===== src/rtl/lcd_drv_pkg.sv =====
package lcd_drv_pkg;
  localparam int BCD_W = 4;
  localparam int SEG_W = 7;

  // bit 0 = a ... bit 6 = g; non-decimal codes stay dark
  function automatic logic [SEG_W-1:0] bcd_to_seg(input logic [BCD_W-1:0] v);
    logic [SEG_W-1:0] s;
    case (v)
      4'd0: s = 7'h3F;
      4'd1: s = 7'h06;
      4'd2: s = 7'h5B;
      4'd3: s = 7'h4F;
      4'd4: s = 7'h66;
      4'd5: s = 7'h6D;
      4'd6: s = 7'h7D;
      4'd7: s = 7'h07;
      4'd8: s = 7'h7F;
      4'd9: s = 7'h6F;
      default: s = '0;
    endcase
    return s;
  endfunction
endpackage


===== src/rtl/bp_divider.sv =====
module bp_divider #(
  parameter int DIV_RATIO = 800
) (
  input  logic clk,
  input  logic rst,
  output logic bp_nxt,
  output logic bp_q
);
  localparam int HALF = DIV_RATIO / 2;
  localparam int CW   = (HALF > 1) ? $clog2(HALF) : 1;
  localparam logic [CW-1:0] LAST = CW'(HALF - 1);

  logic [CW-1:0] cnt;
  logic          wrap;

  assign wrap   = (cnt == LAST);
  assign bp_nxt = bp_q ^ wrap;

  always_ff @(posedge clk) begin
    if (rst) begin
      cnt  <= '0;
      bp_q <= 1'b0;
    end else begin
      cnt  <= wrap ? '0 : cnt + 1'b1;
      bp_q <= bp_nxt;
    end
  end

  AST_BP_STEADY: assert property (@(posedge clk) disable iff (rst)
    (cnt != LAST) |=> $stable(bp_q));
  AST_BP_FLIP: assert property (@(posedge clk) disable iff (rst)
    (cnt == LAST) |=> (bp_q != $past(bp_q)));
  AST_CNT_RANGE: assert property (@(posedge clk) disable iff (rst)
    cnt <= LAST);
endmodule


===== src/rtl/result_latch.sv =====
module result_latch #(
  parameter int W = 15
) (
  input  logic         clk,
  input  logic         rst,
  input  logic         load,
  input  logic [W-1:0] d,
  output logic [W-1:0] q
);
  always_ff @(posedge clk) begin
    if (rst)       q <= '0;
    else if (load) q <= d;
  end

  AST_LATCH_HOLD: assert property (@(posedge clk) disable iff (rst)
    !load |=> $stable(q));
endmodule


===== src/rtl/seg_decoder.sv =====
module seg_decoder
  import lcd_drv_pkg::*;
(
  input  logic [BCD_W-1:0] bcd,
  input  logic             blank,
  output logic [SEG_W-1:0] seg_on
);
  always_comb begin
    seg_on = blank ? '0 : bcd_to_seg(bcd);
  end
endmodule


===== src/rtl/lcd_static_drv.sv =====
module lcd_static_drv
  import lcd_drv_pkg::*;
#(
  parameter int NUM_DIGITS = 3,
  parameter int DIV_RATIO  = 800
) (
  input  logic                        clk,
  input  logic                        rst,
  input  logic                        load,
  input  logic [NUM_DIGITS*BCD_W-1:0] bcd_in,
  input  logic                        thou_in,
  input  logic                        neg_in,
  input  logic                        ovr_in,
  input  logic                        lamp_test,
  output logic [NUM_DIGITS*SEG_W-1:0] seg_out,
  output logic [1:0]                  half_seg,
  output logic                        sign_seg,
  output logic                        bp_out
);
  localparam int DIG_BITS = NUM_DIGITS * BCD_W;
  localparam int LAT_W    = DIG_BITS + 3;
  localparam int DSEG     = NUM_DIGITS * SEG_W;
  localparam int TOT      = DSEG + 3;

  logic [LAT_W-1:0] lat_q;
  logic [DIG_BITS-1:0] lat_bcd;
  logic lat_thou, lat_neg, lat_ovr;
  logic bp_nxt, bp_q;
  logic [DSEG-1:0] dig_on;
  logic [TOT-1:0]  on_vec;
  logic [TOT-1:0]  out_q;
  logic            chk_ok;

  result_latch #(.W(LAT_W)) u_latch (
    .clk (clk),
    .rst (rst),
    .load(load),
    .d   ({ovr_in, neg_in, thou_in, bcd_in}),
    .q   (lat_q)
  );

  assign {lat_ovr, lat_neg, lat_thou, lat_bcd} = lat_q;

  bp_divider #(.DIV_RATIO(DIV_RATIO)) u_div (
    .clk   (clk),
    .rst   (rst),
    .bp_nxt(bp_nxt),
    .bp_q  (bp_q)
  );

  for (genvar i = 0; i < NUM_DIGITS; i++) begin : g_digit
    seg_decoder u_dec (
      .bcd   (lat_bcd[i*BCD_W +: BCD_W]),
      .blank (lat_ovr),
      .seg_on(dig_on[i*SEG_W +: SEG_W])
    );
  end

  assign on_vec = {lat_neg, {2{lat_thou | lat_ovr}}, dig_on};

  always_ff @(posedge clk) begin
    if (rst)            out_q <= '0;
    else if (lamp_test) out_q <= '1;
    else                out_q <= on_vec ^ {TOT{bp_nxt}};
  end

  always_ff @(posedge clk) begin
    if (rst) chk_ok <= 1'b0;
    else     chk_ok <= 1'b1;
  end

  assign seg_out  = out_q[DSEG-1:0];
  assign half_seg = out_q[DSEG +: 2];
  assign sign_seg = out_q[TOT-1];
  assign bp_out   = bp_q;

  AST_SIGN_PHASE: assert property (@(posedge clk) disable iff (rst)
    (chk_ok && !$past(lamp_test)) |-> (sign_seg == (bp_out ^ $past(lat_neg))));
  AST_LAMP_STEADY: assert property (@(posedge clk) disable iff (rst)
    (chk_ok && $past(lamp_test)) |-> ((&seg_out) && (&half_seg) && sign_seg));
  AST_OVR_BLANK: assert property (@(posedge clk) disable iff (rst)
    (chk_ok && !$past(lamp_test) && $past(lat_ovr))
      |-> (seg_out == {DSEG{bp_out}} && half_seg == {2{!bp_out}}));
  AST_RESET_DARK: assert property (@(posedge clk)
    $past(rst) |-> (out_q == '0 && !bp_out));
endmodule


===== config.mk =====
export PLATFORM = sky130hd
export DESIGN_NAME = lcd_static_drv
export DESIGN_NICKNAME = d
export VERILOG_FILES = /design/src/rtl/lcd_drv_pkg.sv /design/src/rtl/bp_divider.sv /design/src/rtl/result_latch.sv /design/src/rtl/seg_decoder.sv /design/src/rtl/lcd_static_drv.sv
export SDC_FILE = /design/constraint.sdc
export NUM_CORES = 1
export LEC_CHECK = 0
export ABC_AREA = 1
export BUFFER_PORTS_ARGS = -buffer_cell sky130_fd_sc_hd__buf_2
export CAP_MARGIN = 10
export CORE_MARGIN = 2
export CORE_UTILIZATION = 33
export CTS_CLUSTER_DIAMETER = 150
export DETAILED_ROUTE_END_ITERATION = 10
export PLACE_DENSITY = 0.54
export SYNTH_ARGS = -nofsm -noshare
export SYNTH_HDL_FRONTEND = slang
export SYNTH_HIERARCHICAL = 1
export SYNTH_SLANG_ARGS = --single-unit

===== constraint.sdc =====
create_clock -name clk -period 3.9 [get_ports clk]
set_input_delay 0 -clock clk [delete_from_list [all_inputs] [get_ports clk]]
set_output_delay 0 -clock clk [all_outputs]
set_load 0.02 [all_outputs]

Yosys cells after proc, flatten, opt, wreduce, memory -nomap -nowiden --
Memories as Yosys holds them, arrays and structs flattened. A register that Yosys moved wholly into a read port is not among the register bits. Index checks and enable logic that the tools add are counted.
Storage, ports and cells: bits in registers 49, memory bits (read-only) 336, input port bits 19, memories kept 3
Cells by class: add/sub/neg operators 1, eq/ne operators 1, mux-type cells 10, bitwise logic cells 3, reduce and logical (&&, ||, !) cells 1
Memory list:
- (name not given) | depth 16, width 7, rd ports 1, clocked after Yosys merged registers in 1, write ports 0, RTL line lcd_drv_pkg.sv:8 | case (v)
- (name not given) | depth 16, width 7, rd ports 1, clocked after Yosys merged registers in 1, write ports 0, RTL line lcd_drv_pkg.sv:8
- (name not given) | depth 16, width 7, rd ports 1, clocked after Yosys merged registers in 1, write ports 0, RTL line lcd_drv_pkg.sv:8
Operator list (count):
- two-way mux 24 bit | 1
- two-way mux 4 bit | 6
- XOR 24 bit | 1
- two-way mux 7 bit | 3
- adder 9 x 1 -> 9 bit (second input constant) | 1
- equality test 9 bit (second input constant) | 1
- OR reduction 2 bit | 1
- OR 1 bit | 1
- XOR 1 bit | 1

Logic depth before layout (Yosys ltp) --
depth after elaboration 4, mapped depth 13

By module --
The synthesis kept the hierarchy.
By module, submodules not included:
- lcd_static_drv | instances 1, cells an instance 173, area each 1082.3 µm²
- result_latch | instances 1, cells an instance 95, area each 634.4 µm²
- seg_decoder | instances 3, cells an instance 36, area each 190.2 µm²
- bp_divider | instances 1, cells an instance 63, area each 470.5 µm²

Worst setup path after synthesis --
No wires, ideal clock.
path kind register to register, from register u_div.cnt[0], to register out_q[0], data arrival time 1482 ps, required time 3790 ps, path slack 2308 ps, cell stages (with the launch flop) 14, path buffers 1, cells stage by stage dfxtp_1 > ha_1 > nand3_2 > nor2_4 > nand2_2 > nand2_2 > nand2_2 > inv_1 > inv_2 > buf_6 > nand2_1 > nand3_1 > nand2_1 > inv_1
Between the ends: cells in the longest elaborated chain, start to end 4
RTL lines:
- start, declared | RTL line bp_divider.sv:13 | logic [CW-1:0] cnt;
- start signal, assigned | RTL line bp_divider.sv:24 | cnt <= wrap ? '0 : cnt + 1'b1;
- equality test 9 bit | RTL line bp_divider.sv:16 | assign wrap = (cnt == LAST);
- XOR 1 bit | RTL line bp_divider.sv:17 | assign bp_nxt = bp_q ^ wrap;
- via bp_nxt | RTL line lcd_static_drv.sv:28 | logic bp_nxt, bp_q;
- XOR 24 bit | RTL line lcd_static_drv.sv:64 | else out_q <= on_vec ^ {TOT{bp_nxt}};
- two-way mux 24 bit | RTL line lcd_static_drv.sv:63 | else if (lamp_test) out_q <= '1;
- end signal, assigned | RTL line lcd_static_drv.sv:64
- end, declared | RTL line lcd_static_drv.sv:31 | logic [TOT-1:0] out_q;
The timed path passes the listed nets, and every way through them passes these cells. A chain may end at the register's enable or synchronous reset.

Final worst setup path --
from register u_div.cnt[0], to register out_q[13]
Same word-level chain as after synthesis.

==> impl_metrics.sql <==
INSERT INTO impl_metrics (metric_group, metric, value, unit) VALUES
('detailed_routing', 'drt_pass1_iterations', '4', ''),
('flow_run', 'drv.max_cap_violation_count', '0', ''),
('cts', 'cts-hold-fix-buffers', '16', ''),
('worst_setup_path', 'required', '4090', 'ps'),
('detailed_routing', 'dr.first_iter.drc_count', '109', ''),
('floorplanning', 'die_x', '95.4', 'µm'),
('sta', 'max_slew_margin', '52.7', '%'),
('floorplanning', 'num_io_pins', '44', ''),
('sta', 'worst_hold_slack', '187', 'ps'),
('cts', 'cts.clk_slew.worst_paths', '100', 'ps'),
('detailed_routing', 'avgRoutedWirePerCell', '9.07', 'µm'),
('detailed_routing', 'route.met2.wl', '2370', 'µm'),
('cts', 'cts.path.max_buffers', '2', ''),
('power', 'power_leakage', '0.00186', 'µW'),
('yosys', 'synth_top_cell_area_share', '34.8', '%'),
('detailed_routing', 'routed_wirelength', '5430', 'µm'),
('floorplanning', 'rows', '33', ''),
('cts', 'cts.repair_timing.setup_buffer_count', '0', ''),
('detailed_routing', 'met3RoutedLength', '195', 'µm'),
('detailed_routing', 'remaining_drc_errors', '0', ''),
('cts', 'h-tree-depth', '2', ''),
('floorplanning', 'floorplan.die.height', '95.4', 'µm'),
('sta', 'timing_hold_violations_final', '0', ''),
('power', 'vdd_ir_drop_max', '0.000143', 'V'),
('sta', 'maxClockFrequency', '419', 'MHz'),
('worst_setup_path', 'timing.critical_path.from_type', 'register', ''),
('yosys', 'synth_fp_nets', '474', ''),
('cts', 'root_buf_cell', 'clkbuf_8', ''),
('floorplanning', 'die_area', '9100', 'µm²'),
('grt', 'first_global_vias', '2266', ''),
('cts', 'cts_repair_resized_insts', '0', ''),
('placement', 'post-dp-hpwl', '3980', 'µm'),
('worst_hold_path', 'hp-class', 'primary input to register', ''),
('grt', 'grt_remaining_overflow', '0', ''),
('placement', 'place_congestion', '0.810', ''),
('cts', 'numCtsBuffers', '5', ''),
('yosys', 'synth_top_area_cell', 'dfxtp_1', ''),
('yosys', 'gate_count_post_synth', '439', ''),
('sta', 'setup_total_negative_slack', '0', 'ps'),
('sta', 'min_period_over_period', '61.1', '%'),
('yosys', 'ys_ff_latch', '48', ''),
('power', 'fin_total_pwr', '1090', 'µW'),
('detailed_routing', 'viasPerCell', '4.12', ''),
('layout', 'final_layout_size_suffix_gt1_share', '13.8', '%'),
('layout', 'final_core_utilization', '39.8', '%'),
('cts', 'tritoncts', 'yes', ''),
('yosys', 'synth_warnings', '6', ''),
('sta', 'transition_at_the_pin_with_the_smallest_max_transition_slack', '709', 'ps'),
('sta', 'unrepaired_setup_endpoints_after_global_routing', 'false', ''),
('worst_setup_path', 'crit_fanout', '24', ''),
('yosys', 'synth.top_cells.by_area', 'dfxtp_1 (35%), nand2_1 (17%), inv_1 (13%)', ''),
('status', 'status', 'finished clean', ''),
('sta', 'period_needed', '2380', 'ps'),
('power', 'power-per-cell-area', '336', 'nW/µm²'),
('detailed_routing', 'top_layer', 'met4', ''),
('floorplanning', 'floorplan.core_area', '8180', 'µm²'),
('layout', 'nets', '527', ''),
('yosys', 'yosysSeqAreaShare', '34.8', '%'),
('yosys', 'distinct_cell_type_count_of_the_synthesized_netlist', '26', ''),
('placement', 'port-buffer-count', '43', ''),
('sta', 'final-max-slew-violation-count', '0', ''),
('detailed_routing', 'routedLengthMet1', '2780', 'µm'),
('layout', 'syn_to_final_growth', '18.0', '%'),
('grt', 'global_route_wire_length_before_repair', '9480', 'µm'),
('worst_setup_path', 'timing.critical_path.to_type', 'register', ''),
('grt', 'grt.total_usage', '12.8', '%'),
('cts', 'clock_tree_sinks', '48', ''),
('sta', 'setup_viol_count_final', '0', ''),
('yosys', 'synthesis.area_per_instance', '6.28', 'µm²'),
('detailed_routing', 'route.antenna.remaining_nets', '0', ''),
('floorplanning', 'initial_core_util', '33.7', '%'),
('grt', 'antenna_found_initial', '0', ''),
('worst_setup_path', 'worst-setup-path-type', 'register to register', ''),
('cts', 'clk_latency', '310', 'ps'),
('grt', 'pin_count_of_the_biggest_net_entering_global_routing', '31', ''),
('yosys', 'post_synth_instance_area', '2760', 'µm²'),
('detailed_routing', 'dr_total_vias', '2461', ''),
('worst_setup_path', 'worstPathArrival', '2580', 'ps'),
('layout', 'antenna_cells', '0', ''),
('sta', 'clock_skew', '12.5', 'ps');
==> per-stage QoR <==
step	area, µm²	setup slack, ps	cells
6_report	3250	1520	598
5_1_grt	3250	1200	598
4_1_cts	3250	1520	598
3_5_place_dp	3000	1540	574
3_3_place_gp	3000	1600	574
2_1_floorplan	2760	2310	439
==> state kept, by name, summed over array words and instances (netlist names) <==
name        cells
out_q          23
u_div/bp_q      1
u_div/cnt       9
u_latch/q      15
==> metal layers <==
metal / track usage [%] / up-vias
met2: 21.2 / 36
met5: 0 / -
met4: 3.93 / 0
li1: - / 1367
met1: 16.9 / 1051
met3: 2.21 / 7
==> power breakdown <==
group / switching, µW / total [µW] / internal [µW]
registers: 23.3 / 548 / 525
logic: 147 / 240 / 92.7
clock network: 176 / 304 / 127
total: 347 / 1090 / 745
==> Yosys cell counts <==
master and number:
xnor2_1 1, o21ai_2 3, nand3_1 26, nand2_2 3, o21a_1 3, nand3_2 1
buf_6 5, dfxtp_1 48, or2_0 1, buf_2 2, nand4_1 1, nand3b_1 1
nand2_4 1, ha_1 16, nor3_1 3, buf_1 2, nor2_4 1, inv_2 2
o21ai_1 3, a21oi_1 5, inv_1 99, nor2_2 6, nand2_1 124, o21ai_0 3
buf_4 4, nor2_1 75
==> cells in the final DEF (no fill, tap or decap) <==
master / n
a21oi_1: 5
buf_2: 43
clkbuf_8: 5
clkinv_4: 1
clkinvlp_4: 2
dfxtp_1: 48
dlygate4sd3_1: 16
ha_1: 16
inv_1: 99
inv_2: 2
nand2_1: 124
nand2_2: 3
nand2_4: 1
nand3_1: 26
nand3_2: 1
nand3b_1: 1
nand4_1: 1
nor2_1: 75
nor2_2: 6
nor2_4: 1
nor3_1: 3
o21a_1: 3
o21ai_0: 3
o21ai_1: 3
o21ai_2: 3
or2_0: 1
xnor2_1: 1
==> worst max-delay path, stage by stage, from the launching register on <==
cell and delay (ps):
dfxtp_1 360, ha_1 210, nand3_2 150, nor2_4 130, nand2_2 80, nand2_2 70, nand2_2 50, inv_1 520
inv_2 330, nand2_1 130, nand3_1 70, nand2_1 100, inv_1 60
==> final cells by class <==
class                           count  area (µm²)
Fill cell                         896        4920
Multi-Input combinational cell    277        1310
Sequential cell                    48         961
Inverter                          101         379
Timing Repair Buffer               59         375
Tap cell                          105         131
Clock buffer                        5        68.8
Clock inverter                      3        23.8
==> cell families after synthesis <==
family	Yosys count	synth area share, %
adder cells (fa/ha/maj)	16	7.26
AO/OA/AOI/OAI	17	3.77
flip-flops	48	34.8
XOR/XNOR	1	0.318
buffers and inverters	114	17.5
AND/OR/NAND/NOR	243	36.3
==> final timing paths <==
| kind | start | endpoint | slack, ps | cells past startpoint |
|---|---|---|---|---|
| setup / recovery | u_div/cnt[0] | out_q[13] | 1520 | 12 |
| hold / removal | load | u_latch/q[12] | 190 | 3 |
| setup reg to reg | u_div/cnt[0] | out_q[13] | 1520 | 12 |
| hold reg to reg | u_div/cnt[0] | u_div/cnt[0] | 460 | 1 |
(Power assumes the default switching activity.)
